### config.mk
export PLATFORM = sky130hd
export DESIGN_NAME = hamdec_top
export DESIGN_NICKNAME = d
export VERILOG_FILES = /design/src/rtl/hamdec_pkg.sv /design/src/rtl/hamdec_syndrome.sv /design/src/rtl/hamdec_fix_extract.sv /design/src/rtl/hamdec_outreg.sv /design/src/rtl/hamdec_top.sv
export SDC_FILE = /design/constraint.sdc
export NUM_CORES = 1
export LEC_CHECK = 0
export BUFFER_PORTS_ARGS = -buffer_cell sky130_fd_sc_hd__buf_2
export CORE_MARGIN = 2
export CORE_UTILIZATION = 31
export CTS_BUF_LIST = sky130_fd_sc_hd__clkbuf_8
export DETAILED_ROUTE_END_ITERATION = 10
export HOLD_SLACK_MARGIN = 0.06
export PLACE_DENSITY = 0.51
export RECOVER_POWER = 100
export SYNTH_ARGS = -nofsm -noshare
export SYNTH_HDL_FRONTEND = slang
export SYNTH_SLANG_ARGS = --single-unit
### constraint.sdc
create_clock -name clk -period 2.4 [get_ports clk]
set_input_delay 0.12 -clock clk [delete_from_list [all_inputs] [get_ports clk]]
set_output_delay 0.12 -clock clk [all_outputs]
set_load 0.05 [all_outputs]
### src/rtl/hamdec_pkg.sv
package hamdec_pkg;

   typedef enum logic {
      SENSE_EVEN = 1'b0,
      SENSE_ODD  = 1'b1
   } sense_e;

   // true for positions that carry a check bit
   function automatic bit is_check_pos(int p);
      return (p > 0) && ((p & (p - 1)) == 0);
   endfunction

   // true for positions that hold no information bit
   function automatic bit is_reserved_pos(int p, int mode_pos);
      return is_check_pos(p) || (p == mode_pos);
   endfunction

   // rank of position p among the information positions, counted from 0
   function automatic int info_index(int p, int mode_pos);
      int n;
      n = 0;
      for (int q = 1; q < p; q++) begin
         if (!is_reserved_pos(q, mode_pos)) n++;
      end
      return n;
   endfunction

endpackage

### src/rtl/hamdec_syndrome.sv
module hamdec_syndrome #(
   parameter int SYN_W = 5,
   localparam int CODE_W = (1 << SYN_W) - 1
) (
   input  logic [CODE_W-1:0] cw_i,
   input  logic              odd_i,
   output logic [SYN_W-1:0]  syn_o
);

   for (genvar k = 0; k < SYN_W; k++) begin : g_bit
      logic grp;
      always_comb begin
         grp = 1'b0;
         for (int p = 1; p <= CODE_W; p++) begin
            if (((p >> k) & 1) != 0) grp ^= cw_i[p-1];
         end
      end
      // odd sense: a healthy group XORs to one, so flip it
      assign syn_o[k] = grp ^ odd_i;
   end

endmodule

### src/rtl/hamdec_fix_extract.sv
module hamdec_fix_extract #(
   parameter int SYN_W    = 5,
   parameter int MODE_POS = 3,
   localparam int CODE_W  = (1 << SYN_W) - 1,
   localparam int DATA_W  = CODE_W - SYN_W - 1
) (
   input  logic [CODE_W-1:0] cw_i,
   input  logic [SYN_W-1:0]  syn_i,
   output logic [DATA_W-1:0] data_o,
   output logic              mode_o
);

   // Only positions that reach an output get a correction gate.
   // Check positions are consumed by the syndrome and need none.
   for (genvar p = 1; p <= CODE_W; p++) begin : g_pos
      if (p == MODE_POS) begin : g_mode
         assign mode_o = cw_i[p-1] ^ (syn_i == SYN_W'(p));
      end else if (!hamdec_pkg::is_check_pos(p)) begin : g_info
         localparam int IDX = hamdec_pkg::info_index(p, MODE_POS);
         assign data_o[IDX] = cw_i[p-1] ^ (syn_i == SYN_W'(p));
      end
   end

endmodule

### src/rtl/hamdec_outreg.sv
module hamdec_outreg #(
   parameter int PAY_W = 8
) (
   input  logic             clk,
   input  logic             rst,
   input  logic             in_valid,
   output logic             in_ready,
   input  logic [PAY_W-1:0] in_pay,
   output logic             out_valid,
   input  logic             out_ready,
   output logic [PAY_W-1:0] out_pay
);

   logic             full_q;
   logic [PAY_W-1:0] pay_q;

   assign in_ready  = !full_q || out_ready;
   assign out_valid = full_q;
   assign out_pay   = pay_q;

   always_ff @(posedge clk) begin
      if (rst) begin
         full_q <= 1'b0;
      end else if (in_ready) begin
         full_q <= in_valid;
      end
   end

   always_ff @(posedge clk) begin
      if (in_valid && in_ready) pay_q <= in_pay;
   end

endmodule

### src/rtl/hamdec_top.sv
module hamdec_top #(
   parameter int SYN_W    = 5,
   parameter int MODE_POS = 3,
   localparam int CODE_W  = (1 << SYN_W) - 1,
   localparam int DATA_W  = CODE_W - SYN_W - 1,
   localparam int PAY_W   = DATA_W + SYN_W + 2
) (
   input  logic              clk,
   input  logic              rst,
   input  logic              cfg_odd,
   input  logic              in_valid,
   output logic              in_ready,
   input  logic [CODE_W-1:0] in_cw,
   output logic              out_valid,
   input  logic              out_ready,
   output logic [DATA_W-1:0] out_data,
   output logic              out_err,
   output logic [SYN_W-1:0]  out_pos,
   output logic              out_mismatch
);

   if (SYN_W < 3 || SYN_W > 6) begin : g_bad_syn
      $error("hamdec_top: SYN_W must lie in 3..6");
   end
   if (MODE_POS < 3 || MODE_POS > CODE_W || hamdec_pkg::is_check_pos(MODE_POS)) begin : g_bad_mode
      $error("hamdec_top: MODE_POS must be a non-check position inside the codeword");
   end

   hamdec_pkg::sense_e sense;
   assign sense = hamdec_pkg::sense_e'(cfg_odd);

   logic [SYN_W-1:0]  syn;
   logic [DATA_W-1:0] data_fix;
   logic              mode_fix;
   logic              mism;
   logic [PAY_W-1:0]  pay_in;
   logic [PAY_W-1:0]  pay_out;

   hamdec_syndrome #(.SYN_W(SYN_W)) u_syn (
      .cw_i  (in_cw),
      .odd_i (sense == hamdec_pkg::SENSE_ODD),
      .syn_o (syn)
   );

   hamdec_fix_extract #(.SYN_W(SYN_W), .MODE_POS(MODE_POS)) u_fix (
      .cw_i   (in_cw),
      .syn_i  (syn),
      .data_o (data_fix),
      .mode_o (mode_fix)
   );

   assign mism   = mode_fix ^ cfg_odd;
   assign pay_in = {mism, (syn != '0), syn, data_fix};

   hamdec_outreg #(.PAY_W(PAY_W)) u_out (
      .clk       (clk),
      .rst       (rst),
      .in_valid  (in_valid),
      .in_ready  (in_ready),
      .in_pay    (pay_in),
      .out_valid (out_valid),
      .out_ready (out_ready),
      .out_pay   (pay_out)
   );

   assign out_data     = pay_out[DATA_W-1:0];
   assign out_pos      = pay_out[DATA_W +: SYN_W];
   assign out_err      = pay_out[DATA_W+SYN_W];
   assign out_mismatch = pay_out[PAY_W-1];

endmodule

==> impl_metrics.prom <==
# TYPE chip_impl_metric gauge
chip_impl_metric{name="power.switching",unit="W"} 0.00143
chip_impl_info{name="cells_along_the_critical_path",value="buf_2, xnor3_1, xnor3_2, xor2_1, xor2_2, inv_1, clkbuf_4, nor3_1, nand2_1, xnor2_1"} 1
chip_impl_metric{name="place_hpwl",unit="mm"} 3.75
chip_impl_metric{name="syn-mean-instance-area",unit="um2"} 12.9
chip_impl_metric{name="gp_congestion",unit=""} 0.803
chip_impl_metric{name="report.final.setup_viol",unit=""} 0
chip_impl_metric{name="power.share.switching",unit="%"} 44.6
chip_impl_metric{name="fill_count",unit=""} 668
chip_impl_metric{name="area_post_placement",unit="um2"} 2680
chip_impl_metric{name="mappedNetlistArea",unit="um2"} 2010
chip_impl_info{name="critical-path-slowest-cell",value="sky130_fd_sc_hd__xnor3_2"} 1
chip_impl_info{name="timing.critical_path.to_type",value="flop"} 1
chip_impl_metric{name="final_hold_viol_count",unit=""} 0
chip_impl_metric{name="worst_slew_margin_rel",unit="%"} 45.0
chip_impl_metric{name="post-route-period-util",unit="%"} 92.4
chip_impl_metric{name="max-cap-violations",unit=""} 0
chip_impl_metric{name="die_width",unit="um"} 84.4
chip_impl_metric{name="insertion_delay",unit="ns"} 0.28
chip_impl_metric{name="regToRegSetupSlack",unit="ns"} 0.86
chip_impl_info{name="synth_largest_area_cell",value="sky130_fd_sc_hd__edfxtp_1"} 1
chip_impl_metric{name="share_of_post_route_cells_with_drive_strength_above_1",unit="%"} 29.2
chip_impl_metric{name="finalWirelength",unit="mm"} 4.58
chip_impl_metric{name="number_of_global_route_vias_before_repair",unit=""} 1497
chip_impl_metric{name="post-route-cell-area",unit="um2"} 2710
chip_impl_metric{name="cp.required",unit="ns"} 2.43
chip_impl_metric{name="register_area",unit="um2"} 981
chip_impl_metric{name="ctsLongestPathBuffers",unit=""} 2
chip_impl_metric{name="port_buffers",unit=""} 69
chip_impl_info{name="cts.root.buffer_cell",value="sky130_fd_sc_hd__clkbuf_8"} 1
chip_impl_metric{name="cts.reportedPaths.clkPinSlew",unit="ns"} 0.07
chip_impl_metric{name="grtUsageTotal",unit="%"} 13.5
chip_impl_metric{name="vdd_ir_drop_max",unit="mV"} 0.817
chip_impl_metric{name="synth_sequential_area_ratio",unit="%"} 48.9
chip_impl_info{name="worst_path_class_setup",value="in -> reg"} 1
chip_impl_metric{name="initial_core_util",unit="%"} 31.8
chip_impl_metric{name="internal_power",unit="W"} 0.00178
chip_impl_metric{name="finalCriticalPeriod",unit="ns"} 2.22
chip_impl_metric{name="die_h",unit="um"} 84.4
chip_impl_metric{name="yosys_warn_count",unit=""} 0
chip_impl_metric{name="maxClockFrequency",unit="MHz"} 451
chip_impl_metric{name="timing.critical_path.buf_inv",unit=""} 3
chip_impl_metric{name="areaGrowthSynthToFinish",unit="%"} 34.9
chip_impl_metric{name="final_core_utilization",unit="%"} 42.8
chip_impl_metric{name="synth_nets",unit=""} 192
chip_impl_info{name="synth_ff_type",value="sky130_fd_sc_hd__edfxtp_1"} 1
chip_impl_metric{name="clkSinkCount",unit=""} 33
chip_impl_info{name="most_common_cell_in_the_netlist",value="sky130_fd_sc_hd__xnor2_1"} 1
chip_impl_info{name="ys_top_cells_by_area",value="sky130_fd_sc_hd__edfxtp_1, sky130_fd_sc_hd__xnor2_1, sky130_fd_sc_hd__xor2_1, sky130_fd_sc_hd__xnor3_1, sky130_fd_sc_hd__nand2_1"} 1
chip_impl_metric{name="ys_seq_elements",unit=""} 33
chip_impl_info{name="worst_hold_path.endpoint",value="u_out.out_valid"} 1
chip_impl_metric{name="via_per_inst",unit=""} 4.23
chip_impl_metric{name="clock_network_fraction_of_total_power",unit="%"} 12.4
chip_impl_info{name="tritoncts",value="done"} 1
chip_impl_metric{name="htree_num_levels",unit=""} 2
chip_impl_metric{name="power",unit="W"} 0.00322
chip_impl_metric{name="finalClockSkew",unit="ns"} 0.00898
chip_impl_metric{name="rows",unit=""} 29
chip_impl_info{name="reg2reg_to",value="u_out.out_pay[1]"} 1
chip_impl_metric{name="post_cts_resized",unit=""} 0
chip_impl_info{name="timing.hold.worst.start",value="in_valid"} 1
chip_impl_info{name="setup_repair_after_global_routing_missed_its_margin",value="no"} 1
chip_impl_metric{name="cts_buffers",unit=""} 5
chip_impl_metric{name="wire_per_inst",unit="um"} 13.4
chip_impl_metric{name="global_route_wire_length_before_repair",unit="mm"} 7.35
chip_impl_metric{name="synth_top_area_share",unit="%"} 47.9
chip_impl_metric{name="power.density",unit="nW/um2"} 1190
chip_impl_metric{name="violation_count_after_the_first_detailed_route_iteration",unit=""} 59
chip_impl_metric{name="die_area",unit="um2"} 7130
chip_impl_metric{name="worst-endpoint-arrival",unit="ns"} 2.25
chip_impl_info{name="start_kind",value="primary input"} 1
chip_impl_info{name="most_used_standard_cells_in_the_synthesized_netlist",value="sky130_fd_sc_hd__xnor2_1, sky130_fd_sc_hd__edfxtp_1, sky130_fd_sc_hd__xor2_1"} 1
chip_impl_metric{name="comb_power_share",unit="%"} 61.1
chip_impl_metric{name="slew_violations",unit=""} 0
chip_impl_metric{name="worst-r2r-cell-count",unit=""} 3
chip_impl_metric{name="number_of_instances_in_the_synthesized_netlist",unit=""} 156
chip_impl_metric{name="vias",unit=""} 1443
chip_impl_metric{name="antenna_found_initial",unit=""} 0
chip_impl_info{name="rr_startpoint",value="u_out.out_valid"} 1
chip_impl_info{name="outcome",value="finished clean"} 1
chip_impl_metric{name="floorplan.core_area",unit="um2"} 6310
chip_impl_metric{name="async_reset_ff_share",unit="%"} 0
chip_impl_metric{name="number_of_enable_type_register_cells_in_the_synthesized_netlist",unit=""} 32
chip_impl_metric{name="floorplan.io_pins",unit=""} 70
chip_impl_metric{name="n_antenna_cell",unit=""} 0
chip_impl_metric{name="critical_path_s_largest_stage_delay",unit="ns"} 0.42
chip_impl_metric{name="worstMarginPinSlew",unit="ns"} 0.825
chip_impl_metric{name="ant_nets",unit=""} 0
chip_impl_metric{name="fin_worst_hold_slack",unit="ns"} 0.0828
chip_impl_metric{name="final_net_count",unit=""} 299
chip_impl_metric{name="remaining_drc_errors",unit=""} 0
chip_impl_metric{name="grt_max_degree",unit=""} 33
chip_impl_metric{name="crit_fanout",unit=""} 5
chip_impl_metric{name="multiInputGateArea",unit="um2"} 992
chip_impl_metric{name="hold-path-cell-count",unit=""} 3
chip_impl_metric{name="yosys.cell_types.count",unit=""} 22
chip_impl_metric{name="global_route.overflow_total",unit=""} 0
chip_impl_info{name="hold_path.class",value="in -> reg"} 1
chip_impl_metric{name="drt-pass1-iter-count",unit=""} 4
chip_impl_metric{name="sequential_power_share",unit="%"} 26.5
chip_impl_metric{name="leakage",unit="nW"} 1.10
chip_impl_info{name="worst_path_dominant_cell_family",value="XOR/XNOR gates"} 1
-- layout by cell type, fill, tap and decap left out, types with 2 or more instances in the layout --
master	synthesis	final
sky130_fd_sc_hd__inv_1	3	4
sky130_fd_sc_hd__edfxtp_1	32	32
sky130_fd_sc_hd__nand2_1	14	14
sky130_fd_sc_hd__xnor2_2	2	2
sky130_fd_sc_hd__nand3_1	3	4
sky130_fd_sc_hd__xnor2_1	42	42
sky130_fd_sc_hd__clkbuf_8	0	5
sky130_fd_sc_hd__buf_2	1	35
sky130_fd_sc_hd__clkbuf_4	0	6
sky130_fd_sc_hd__clkbuf_1	0	35
sky130_fd_sc_hd__buf_4	0	23
sky130_fd_sc_hd__clkinv_1	0	2
sky130_fd_sc_hd__and2_1	3	3
sky130_fd_sc_hd__nand2b_1	4	4
sky130_fd_sc_hd__xor2_1	20	21
sky130_fd_sc_hd__xnor3_1	6	6
sky130_fd_sc_hd__nor3_1	6	6
sky130_fd_sc_hd__nor2_1	10	10
-- power groups by stage --
stage	logic (W)	clock network, W	registers [W]
6_report	0.00196	0.000400	0.000852
5_1_grt	0.00211	0.000441	0.000864
4_1_cts	0.00206	0.000419	0.000850
3_5_place_dp	0.00205	0	0.000860
3_3_place_gp	0.00204	0	0.000862
2_1_floorplan	0.000853	0	0.00129
-- registers in the layout (all words and copies together) (netlist names) --
name / flops
u_out.out_pay: 32
u_out.out_valid: 1
-- routing by layer --
metal,track usage (%),up-vias,routed length [um]
met3,4.72,5,260
met5,0,-,0
li1,-,736,-
met4,4.33,0,60
met1,16.8,663,1990
met2,22.3,39,2270
-- worst register-to-register path: cells and delay by family (launching register included) --
family / cells / cell delay [ns]
buffers and inverters: 1 / 0.63
AND/OR/NAND/NOR: 2 / 0.22
flip-flops: 1 / 0.31
-- cell families after synthesis --
family                 Yosys count  share of synthesized area [%]
XOR/XNOR                        74                           39.6
flip-flops                      33                           48.9
AND/OR/NAND/NOR                 43                           10.2
AO/OA/AOI/OAI                    1                          0.249
buffers and inverters            5                          0.998
-- stage by stage --
step / worst slack [ns] / setup TNS [ns] / instances
detailed placement: -0.0783 / -0.682 / 332
CTS: 0.229 / 0 / 341
finish: 0.181 / 0 / 341
floorplan: 0.164 / 0 / 156
global placement: -0.0639 / -0.197 / 332
global route: 0.0644 / 0 / 341
-- how the worst max path moves through the flow --
stage,from,endpoint,slack [ns],cells past startpoint
floorplan,u_out.out_valid,u_out.out_pay[0],0.16,2
global placement,in_cw[24],u_out.out_pay[14],-0.06,9
detailed placement,in_cw[22],u_out.out_pay[14],-0.08,10
CTS,in_cw[22],u_out.out_pay[0],0.23,10
global route,in_cw[22],u_out.out_pay[0],0.06,10
finish,in_cw[30],u_out.out_pay[10],0.18,10
-- area by class of cell --
cell class,instances,area share (%)
clock inverter,3,0.463
inverter,4,0.555
tap,77,3.56
multi-input combinational,118,36.7
sequential,33,36.3
timing repair buffer,101,19.9
clock buffer,5,2.54
-- what timing repair did --
action                    in CTS  in global routing
hold endpoints to repair       1                  0
setup buffers                  0                  0
hold buffers                   1                  0
Note: power is estimated with default switching activity, not from simulation.
